<file path="config.mk">
export PLATFORM = sky130hd
export DESIGN_NAME = leg_gate_sequencer
export DESIGN_NICKNAME = d
export VERILOG_FILES = /design/src/rtl/leg_gate_pkg.sv /design/src/rtl/leg_period_timer.sv /design/src/rtl/leg_combo_select.sv /design/src/rtl/leg_edge_shaper.sv /design/src/rtl/leg_gate_sequencer.sv
export SDC_FILE = /design/constraint.sdc
export NUM_CORES = 1
export LEC_CHECK = 0
export ABC_AREA = 0
export BUFFER_PORTS_ARGS = -buffer_cell sky130_fd_sc_hd__buf_2
export CORE_ASPECT_RATIO = 1.5
export CORE_MARGIN = 2
export CORE_UTILIZATION = 50
export CTS_CLUSTER_DIAMETER = 60
export DETAILED_ROUTE_END_ITERATION = 10
export GPL_ROUTABILITY_DRIVEN = 0
export GPL_TIMING_DRIVEN = 0
export PLACE_DENSITY_LB_ADDON = 0.08
export SLEW_MARGIN = 15
export SYNTH_ARGS = -nofsm -noshare
export SYNTH_HDL_FRONTEND = slang
export SYNTH_SLANG_ARGS = --single-unit
</file>
<file path="constraint.sdc">
create_clock -name clk -period 6.2 [get_ports clk]
set_input_delay 0.93 -clock clk [delete_from_list [all_inputs] [get_ports clk]]
set_output_delay 0.93 -clock clk [all_outputs]
set_load 0.02 [all_outputs]
</file>
<file path="src/rtl/leg_gate_pkg.sv">
package leg_gate_pkg;

   // inverter level requested for one segment of the period
   typedef enum logic [1:0] {
      LVL_ZERO = 2'b00,
      LVL_POS  = 2'b01,
      LVL_NEG  = 2'b10
   } lvl_e;

   // how a segment's combination was reached
   typedef enum logic [1:0] {
      PICK_CORRECT = 2'd0,
      PICK_HOLD    = 2'd1,
      PICK_FORCED  = 2'd2
   } pick_e;

   typedef struct packed {
      logic s3;
      logic s4;
      logic s5;
   } inv_sw_t;

   localparam int NUM_GATES = 5;
   localparam int IDX_S1    = 0;
   localparam int IDX_S2    = 1;
   localparam int IDX_S3    = 2;
   localparam int IDX_S4    = 3;
   localparam int IDX_S5    = 4;
   localparam int NUM_SEGS  = 2;

endpackage

</file>
<file path="src/rtl/leg_period_timer.sv">
module leg_period_timer #(
   parameter int PERIOD = 10000,
   parameter int CNT_W  = 14
) (
   input  logic             clk,
   input  logic             rst_n,
   output logic [CNT_W-1:0] cnt,
   output logic             wrap,
   output logic             start
);

   localparam logic [CNT_W-1:0] LAST = CNT_W'(PERIOD - 1);

   assign wrap  = (cnt == LAST);
   assign start = (cnt == '0);

   always_ff @(posedge clk or negedge rst_n) begin
      if (!rst_n)    cnt <= LAST;
      else if (wrap) cnt <= '0;
      else           cnt <= cnt + 1'b1;
   end

endmodule

</file>
<file path="src/rtl/leg_combo_select.sv">
module leg_combo_select
   import leg_gate_pkg::*;
(
   input  logic    s2,
   input  lvl_e    lvl,
   input  logic    want_pos,
   output inv_sw_t sw,
   output pick_e   kind
);

   always_comb begin
      sw   = '{s3: s2, s4: s2, s5: s2};
      kind = PICK_HOLD;
      case (lvl)
         LVL_POS: begin
            if (want_pos) begin
               sw   = '{s3: s2, s4: 1'b0, s5: 1'b1};
               kind = PICK_CORRECT;
            end else if (!s2) begin
               sw   = '{s3: 1'b1, s4: 1'b0, s5: 1'b0};
               kind = PICK_HOLD;
            end else begin
               sw   = '{s3: 1'b1, s4: 1'b0, s5: 1'b1};
               kind = PICK_FORCED;
            end
         end
         LVL_ZERO: begin
            if (want_pos && s2) begin
               sw   = '{s3: 1'b0, s4: 1'b0, s5: 1'b1};
               kind = PICK_CORRECT;
            end else if (!want_pos && !s2) begin
               sw   = '{s3: 1'b1, s4: 1'b1, s5: 1'b0};
               kind = PICK_CORRECT;
            end else begin
               sw   = '{s3: s2, s4: s2, s5: s2};
               kind = PICK_HOLD;
            end
         end
         LVL_NEG: begin
            if (!want_pos) begin
               sw   = '{s3: s2, s4: 1'b1, s5: 1'b0};
               kind = PICK_CORRECT;
            end else if (s2) begin
               sw   = '{s3: 1'b0, s4: 1'b1, s5: 1'b1};
               kind = PICK_HOLD;
            end else begin
               sw   = '{s3: 1'b0, s4: 1'b1, s5: 1'b0};
               kind = PICK_FORCED;
            end
         end
         default: begin
            sw   = '{s3: s2, s4: s2, s5: s2};
            kind = PICK_HOLD;
         end
      endcase
   end

endmodule

</file>
<file path="src/rtl/leg_edge_shaper.sv">
module leg_edge_shaper #(
   parameter int CNT_W       = 14,
   parameter bit ACTIVE_HIGH = 1'b1
) (
   input  logic [CNT_W-1:0] cnt,
   input  logic [CNT_W-1:0] lim,
   input  logic             first_v,
   input  logic             rest_v,
   output logic             gate_o
);

   logic raw;

   assign raw = (cnt < lim) ? first_v : rest_v;

   generate
      if (ACTIVE_HIGH) begin : g_pos
         assign gate_o = raw;
      end else begin : g_neg
         assign gate_o = ~raw;
      end
   endgenerate

endmodule

</file>
<file path="src/rtl/leg_gate_sequencer.sv">
module leg_gate_sequencer
   import leg_gate_pkg::*;
#(
   parameter int   CLK_HZ           = 50_000_000,
   parameter int   SW_HZ            = 5_000,
   parameter bit   GATE_ACTIVE_HIGH = 1'b1,
   localparam int  PERIOD           = CLK_HZ / SW_HZ,
   localparam int  CNT_W            = $clog2(PERIOD + 1)
) (
   input  logic                 clk,
   input  logic                 rst_n,
   input  logic                 rec_ref_pos,
   input  logic                 inv_ref_pos,
   input  logic                 cap_over,
   input  logic                 inv_cur_pos,
   input  logic [CNT_W-1:0]     t_rec,
   input  logic [CNT_W-1:0]     t_inv,
   output logic [NUM_GATES-1:0] gate,
   output logic                 period_start,
   output logic                 uncontrollable
);

   localparam logic [CNT_W-1:0] PERIOD_W = CNT_W'(PERIOD);

   generate
      if (SW_HZ <= 0 || (CLK_HZ % SW_HZ) != 0 || PERIOD < 2) begin : g_bad_cfg
         $error("leg_gate_sequencer: CLK_HZ must be a multiple of SW_HZ with at least two cycles per period");
      end
   endgenerate

   // ---------------- period timer ----------------
   logic [CNT_W-1:0] cnt;
   logic             wrap;
   logic             start;

   leg_period_timer #(.PERIOD(PERIOD), .CNT_W(CNT_W)) u_timer (
      .clk   (clk),
      .rst_n (rst_n),
      .cnt   (cnt),
      .wrap  (wrap),
      .start (start)
   );

   // ---------------- next-period plan ----------------
   logic [CNT_W-1:0]   t_rec_c;
   logic [CNT_W-1:0]   t_inv_c;
   logic               s2_next;
   logic               want_pos;
   lvl_e               seg_lvl  [NUM_SEGS];
   inv_sw_t            seg_sw   [NUM_SEGS];
   pick_e              seg_kind [NUM_SEGS];
   logic [NUM_SEGS-1:0] seg_live;
   logic [NUM_SEGS-1:0] seg_forced;
   logic               unc_next;

   assign t_rec_c  = (t_rec > PERIOD_W) ? PERIOD_W : t_rec;
   assign t_inv_c  = (t_inv > PERIOD_W) ? PERIOD_W : t_inv;
   assign s2_next  = ~rec_ref_pos;
   assign want_pos = ~(cap_over ^ inv_cur_pos);

   assign seg_lvl[0]  = inv_ref_pos ? LVL_POS  : LVL_ZERO;
   assign seg_lvl[1]  = inv_ref_pos ? LVL_ZERO : LVL_NEG;
   assign seg_live[0] = (t_inv_c != '0);
   assign seg_live[1] = (t_inv_c != PERIOD_W);

   generate
      for (genvar s = 0; s < NUM_SEGS; s++) begin : g_seg
         leg_combo_select u_sel (
            .s2       (s2_next),
            .lvl      (seg_lvl[s]),
            .want_pos (want_pos),
            .sw       (seg_sw[s]),
            .kind     (seg_kind[s])
         );
         assign seg_forced[s] = (seg_kind[s] == PICK_FORCED);
      end
   endgenerate

   assign unc_next = |(seg_forced & seg_live);

   // ---------------- plan register ----------------
   logic             s2_q;
   logic [CNT_W-1:0] t_rec_q;
   logic [CNT_W-1:0] t_inv_q;
   inv_sw_t          sw_first_q;
   inv_sw_t          sw_rest_q;
   logic             unc_q;

   always_ff @(posedge clk or negedge rst_n) begin
      if (!rst_n) begin
         s2_q       <= 1'b0;
         t_rec_q    <= '0;
         t_inv_q    <= '0;
         sw_first_q <= '0;
         sw_rest_q  <= '0;
         unc_q      <= 1'b0;
      end else if (wrap) begin
         s2_q       <= s2_next;
         t_rec_q    <= t_rec_c;
         t_inv_q    <= t_inv_c;
         sw_first_q <= seg_sw[0];
         sw_rest_q  <= seg_sw[1];
         unc_q      <= unc_next;
      end
   end

   // ---------------- gate shaping ----------------
   logic [CNT_W-1:0]     shp_lim [NUM_GATES];
   logic [NUM_GATES-1:0] shp_first;
   logic [NUM_GATES-1:0] shp_rest;

   always_comb begin
      shp_lim[IDX_S1]   = t_rec_q;
      shp_first[IDX_S1] = 1'b1;
      shp_rest[IDX_S1]  = 1'b0;
      shp_lim[IDX_S2]   = t_inv_q;
      shp_first[IDX_S2] = s2_q;
      shp_rest[IDX_S2]  = s2_q;
      shp_lim[IDX_S3]   = t_inv_q;
      shp_first[IDX_S3] = sw_first_q.s3;
      shp_rest[IDX_S3]  = sw_rest_q.s3;
      shp_lim[IDX_S4]   = t_inv_q;
      shp_first[IDX_S4] = sw_first_q.s4;
      shp_rest[IDX_S4]  = sw_rest_q.s4;
      shp_lim[IDX_S5]   = t_inv_q;
      shp_first[IDX_S5] = sw_first_q.s5;
      shp_rest[IDX_S5]  = sw_rest_q.s5;
   end

   generate
      for (genvar k = 0; k < NUM_GATES; k++) begin : g_gate
         leg_edge_shaper #(.CNT_W(CNT_W), .ACTIVE_HIGH(GATE_ACTIVE_HIGH)) u_shp (
            .cnt     (cnt),
            .lim     (shp_lim[k]),
            .first_v (shp_first[k]),
            .rest_v  (shp_rest[k]),
            .gate_o  (gate[k])
         );
      end
   endgenerate

   assign period_start   = start;
   assign uncontrollable = unc_q;

endmodule

</file>
; Word level (Yosys, flattened, before mapping)
; Index checks and enable logic that the tools add are counted.
[word_totals]
input_bits = 34
ff_bits = 50
out_inout_bits = 7
word_cells = 60
[classes]
eq_ne = 8
mux = 25
order_cmp = 4
n_bitwise = 4
n_addsub = 1
n_reduce_logical = 7
[op_table]
columns = cell, count
row1 = $mux W14, 3
row2 = $gt A14 B14 Y1 const B, 2
row3 = $lt A14 B14 Y1, 2
row4 = $pmux W3 S3, 2
row5 = $add A14 B1 Y14 const B, 1
row6 = $eq A14 B14 Y1 const B, 1
row7 = $logic_not A14 Y1, 1
row8 = $ne A14 B14 Y1 const B, 1
row9 = $reduce_bool A14 Y1, 1
row10 = $mux W2, 6
row11 = $mux W3, 4
row12 = $pmux W2 S3, 2
row13 = $mux W1, 8
row14 = $eq A2 B2 Y1 const B, 3
row15 = $logic_not A2 Y1, 2
row16 = $and A2 B2 Y2, 1
row17 = $eq A1 B2 Y1 const B, 1
row18 = $eq A2 B1 Y1 const B, 1
row19 = $logic_and A1 B1 Y1, 2
row20 = $not A1 Y1, 2
row21 = $reduce_or A2 Y1, 1
row22 = $eq A1 B1 Y1 const B, 1
row23 = $xor A1 B1 Y1, 1

; Logic depth before layout (Yosys ltp)
[depth]
ltp_word = 8
depth_mapped = 8
mapped_depth_nobuf = 7

; Cells and area by module
; Synthesis repeated with hierarchy kept, for this count alone.
[hier_totals]
hier_cells = 494
area_unflattened_um2 = 4419.2
[modules_own_cells]
columns = module, area_each_um2, instances, cells_each, seq_area_each_um2
row1 = leg_edge_shaper, 350.3, 5, 46, 0.0
row2 = leg_gate_sequencer, 1527.7, 1, 137, 900.9
row3 = leg_period_timer, 714.4, 1, 69, 360.3
row4 = leg_combo_select, 212.7, 2, 29, 0.0

; Least setup slack after synthesis
; OpenSTA, ideal clock, no wires.
[synth_timing]
path_type = register to output
startpoint = register u_timer.cnt[9]
endpoint = output port gate[2]
path_buffers = 1
t_arrival_ps = 2065
setup_slack_ps = 3205
required_ps = 5270
path_stages_with_launch = 8
cell_sequence = dfstp_2 -> ha_1 -> and4_1 -> a31oi_1 -> o21ai_0 -> a211oi_2 -> mux2_2 -> buf_4
[synth_via]
elab_chain_cells = 2
[synth_rtl]
columns = element, line
row1 = from (decl), leg_period_timer.sv:7  ; output logic [CNT_W-1:0] cnt,
row2 = from (signal assigned), leg_period_timer.sv:20  ; else cnt <= cnt + 1'b1;
row3 = $lt A14 B14 Y1, leg_edge_shaper.sv:14  ; assign raw = (cnt < lim) ? first_v : rest_v;
row4 = $mux W1, leg_edge_shaper.sv:14
row5 = to (decl), leg_gate_sequencer.sv:18  ; output logic [NUM_GATES-1:0] gate,
; No other way between the ends.

; Worst setup path in the final report
; Ends and elaborated chain as after synthesis.

==> metrics.cfg <==
[global_route]
grtUsageTotal_pct = 22.9
gr-total-overflow = 0
grt_max_degree = 51
grt_pass1_vias = 2519
antenna_found_initial = 0
grt_first_pass_wirelength_um = 11700

[route]
vias = 2439
vias_per_cell = 5.53
drt_pre_antenna_iters = 4
wl_per_cell_um = 15.7
first_iter_violations = 72
drt_wl_total_um = 6920
drc = 0
ant_nets = 0

[logic_synthesis]
synth_nets = 389
syn-cell-area_um2 = 3060
ys.flop_type = dfrtp_1
synth_top_area_share_pct = 34.4
synth_seq_cells = 50
synth_area_leaders = dfrtp_1 34%, ha_1 14%, dfstp_2 6.9%, nand2_1 4.4%, inv_1 4.2%
synth_edf_count = 0
synth_sequential_area_ratio_pct = 41.3
synthArstFlopShare_pct = 100
yosys_warnings = 0
yosys.area.top_type = dfrtp_1
yosysMostFrequentCell = dfrtp_1
avgSynthCellArea_um2 = 9.49
synth_cell_types = 48
netlist_instances = 322
ys_top_cells_by_count = 42 x dfrtp_1, 36 x nand2_1, 34 x inv_1

[clocking]
clkTransAtPathRegs_ns = 0.09
htree_levels = 2
cts_tree = yes
cts_made_buffers = 5
cts_sinks = 50
clock_path_buffers = 2
cts-resized-gates = 0
hold_buffers = 0
clk_latency_ns = 0.30
cts_root_buf = clkbuf_8
post-cts-setup-buffers = 0

[pwr]
p_total_uw = 593
ir_worst_vdd_v = 0.000103
p_leak_nw = 1.75
powerDensity_nw_per_um2 = 172

[placed_design]
placed_cells = 433
port_buffers = 39
dp_hpwl_um = 5320
dp_slack_ns = 2.76

[timing]
tns_ns = 0
max_clock_freq_ghz = 0.264
finalMaxSlewViolations = 0
fin_ws_ns = 2.42
fin_crit_ns = 3.78
finalSetupViolations = 0
rsz0062_at_grt = false
relSlewSlack_pct = 56.9
tightest_slew_ns = 0.647
finalCritPeriodShare_pct = 61.0
finalClockSkew_ns = 0.00513
hold_viol_final = 0

[finish]
multiInputGateArea_um2 = 1550
fillers = 529
nets = 435
antenna_cells = 0
utilization_pct = 58.8
area_growth_pct = 12.9
drive_above_1_share_pct = 20.3
final_cell_count_no_fill = 441
ff_latch_area_um2 = 1260

[worst_setup_path]
cp_cell_sequence = ha_1 > and4_1 > a31oi_1 > o21ai_0 > a211oi_2 > mux2_2 > buf_4 > buf_2
r2r_setup_slack_ns = 4.03
cpMaxStageDelayCell = dfstp_2
worstSetupStartpointType = flip-flop
required_ns = 5.27
worstPathMaxFanout = 8
worst_ep_arrival_time_ns = 2.85
slowest_delay_ns = 0.64
critical_path_class = flip-flop to output pin
endpoint_kind = output pin

[outcome]
outcome = completed

[floorplanning]
core_um2 = 5870
initial_core_util_pct = 52.1
die_w_um = 67.8
fp.dieH_um = 99.8
die_area_um2 = 6770
pin_count = 41
rows = 34

[worst_hold_path]
min_path_type = flip-flop to flip-flop

[job]
drv_cap = 0

-- kinds of logic after synthesis --
family	count (synthesis)	share of synthesized area (%)
mux	4	1.43
buf+inv	50	8.06
xor+xnor	13	3.72
simple gates	96	15.9
compound gates	76	16.1
fa+ha+maj	33	13.5
flops	50	41.3
-- critical path, delay by kind of cell (launching register included) --
kind / cells / cell delay (ns)
buf+inv: 2 / 0.27
fa+ha+maj: 1 / 0.27
simple gates: 1 / 0.22
mux: 1 / 0.38
flops: 1 / 0.64
compound gates: 3 / 0.76
-- cells in the final DEF (no fill, tap or decap), types with 3 or more instances in the layout --
cell	count
o22ai_1	14
o21ai_0	23
a2bb2oi_1	3
mux2_2	3
nand4_1	6
nor3_1	7
o21ai_1	5
nor2_1	15
xnor2_1	6
buf_6	3
dfrtp_1	42
clkbuf_8	5
nand3b_1	4
dfstp_2	8
clkbuf_1	4
nand3_1	6
nand2_1	36
nand2b_1	3
xor2_1	7
buf_4	10
a31oi_1	4
a21oi_1	8
inv_1	34
nor4_1	5
buf_2	40
ha_1	33
a21o_1	6
or2b_1	3
-- report_power, final --
| part | switching [mW] | leakage [nW] | internal [mW] |
|---|---|---|---|
| Sequential | 0 | 0.482 | 0.326 |
| Combinational | 0.0250 | 1.22 | 0.0151 |
| Clock | 0.106 | 0.0524 | 0.121 |
-- registers in the layout, indices dropped and copies added (netlist names) --
signal and cells:
t_rec_q 14, shp_rest 3, shp_first 3, uncontrollable 1
t_inv_q 14, s2_q 1, u_timer.cnt 14
-- final cells by class --
cell class | instances | share of cell area [%]
well taps | 72 | 2.61
flip-flops and latches | 50 | 36.5
multi-input cells | 222 | 44.9
clock inverters | 1 | 0.870
inverters | 34 | 3.70
clock buffers | 7 | 2.21
plain buffers | 16 | 3.44
repair buffers | 39 | 5.73
-- worst paths after layout --
kind / depth (start not counted) / end / startpoint
min reg2reg: 2 / shp_first[4]$_DFFE_PN0N_ / shp_first[4]$_DFFE_PN0N_
max reg2reg: 5 / t_inv_q[8]$_DFFE_PN0N_ / u_timer.cnt[1]$_DFF_PN1_
min in group asynchronous: 1 / t_rec_q[12]$_DFFE_PN0N_ / rst_n
max in group asynchronous: 1 / t_rec_q[4]$_DFFE_PN0N_ / rst_n
min: 2 / shp_first[4]$_DFFE_PN0N_ / shp_first[4]$_DFFE_PN0N_
max: 8 / gate[2] / u_timer.cnt[9]$_DFF_PN1_
-- metrics by stage --
step	hold WS, ns	cell area [µm²]
5_1_grt	0.515	3450
3_5_place_dp	0.455	3340
6_report	0.480	3450
4_1_cts	0.476	3450
2_1_floorplan	0.433	3060
3_3_place_gp	0.457	3340
-- routing by layer --
layer  up-vias  share of wire [%]  GRT usage (%)
met1      1170                 43           27.9
li1       1219                  -              -
met5         -                  0              0
met3         6                2.8           3.05
met2        44                 53           41.5
met4         0                1.0           5.85
No activity file was read; power rests on OpenSTA's default activity.
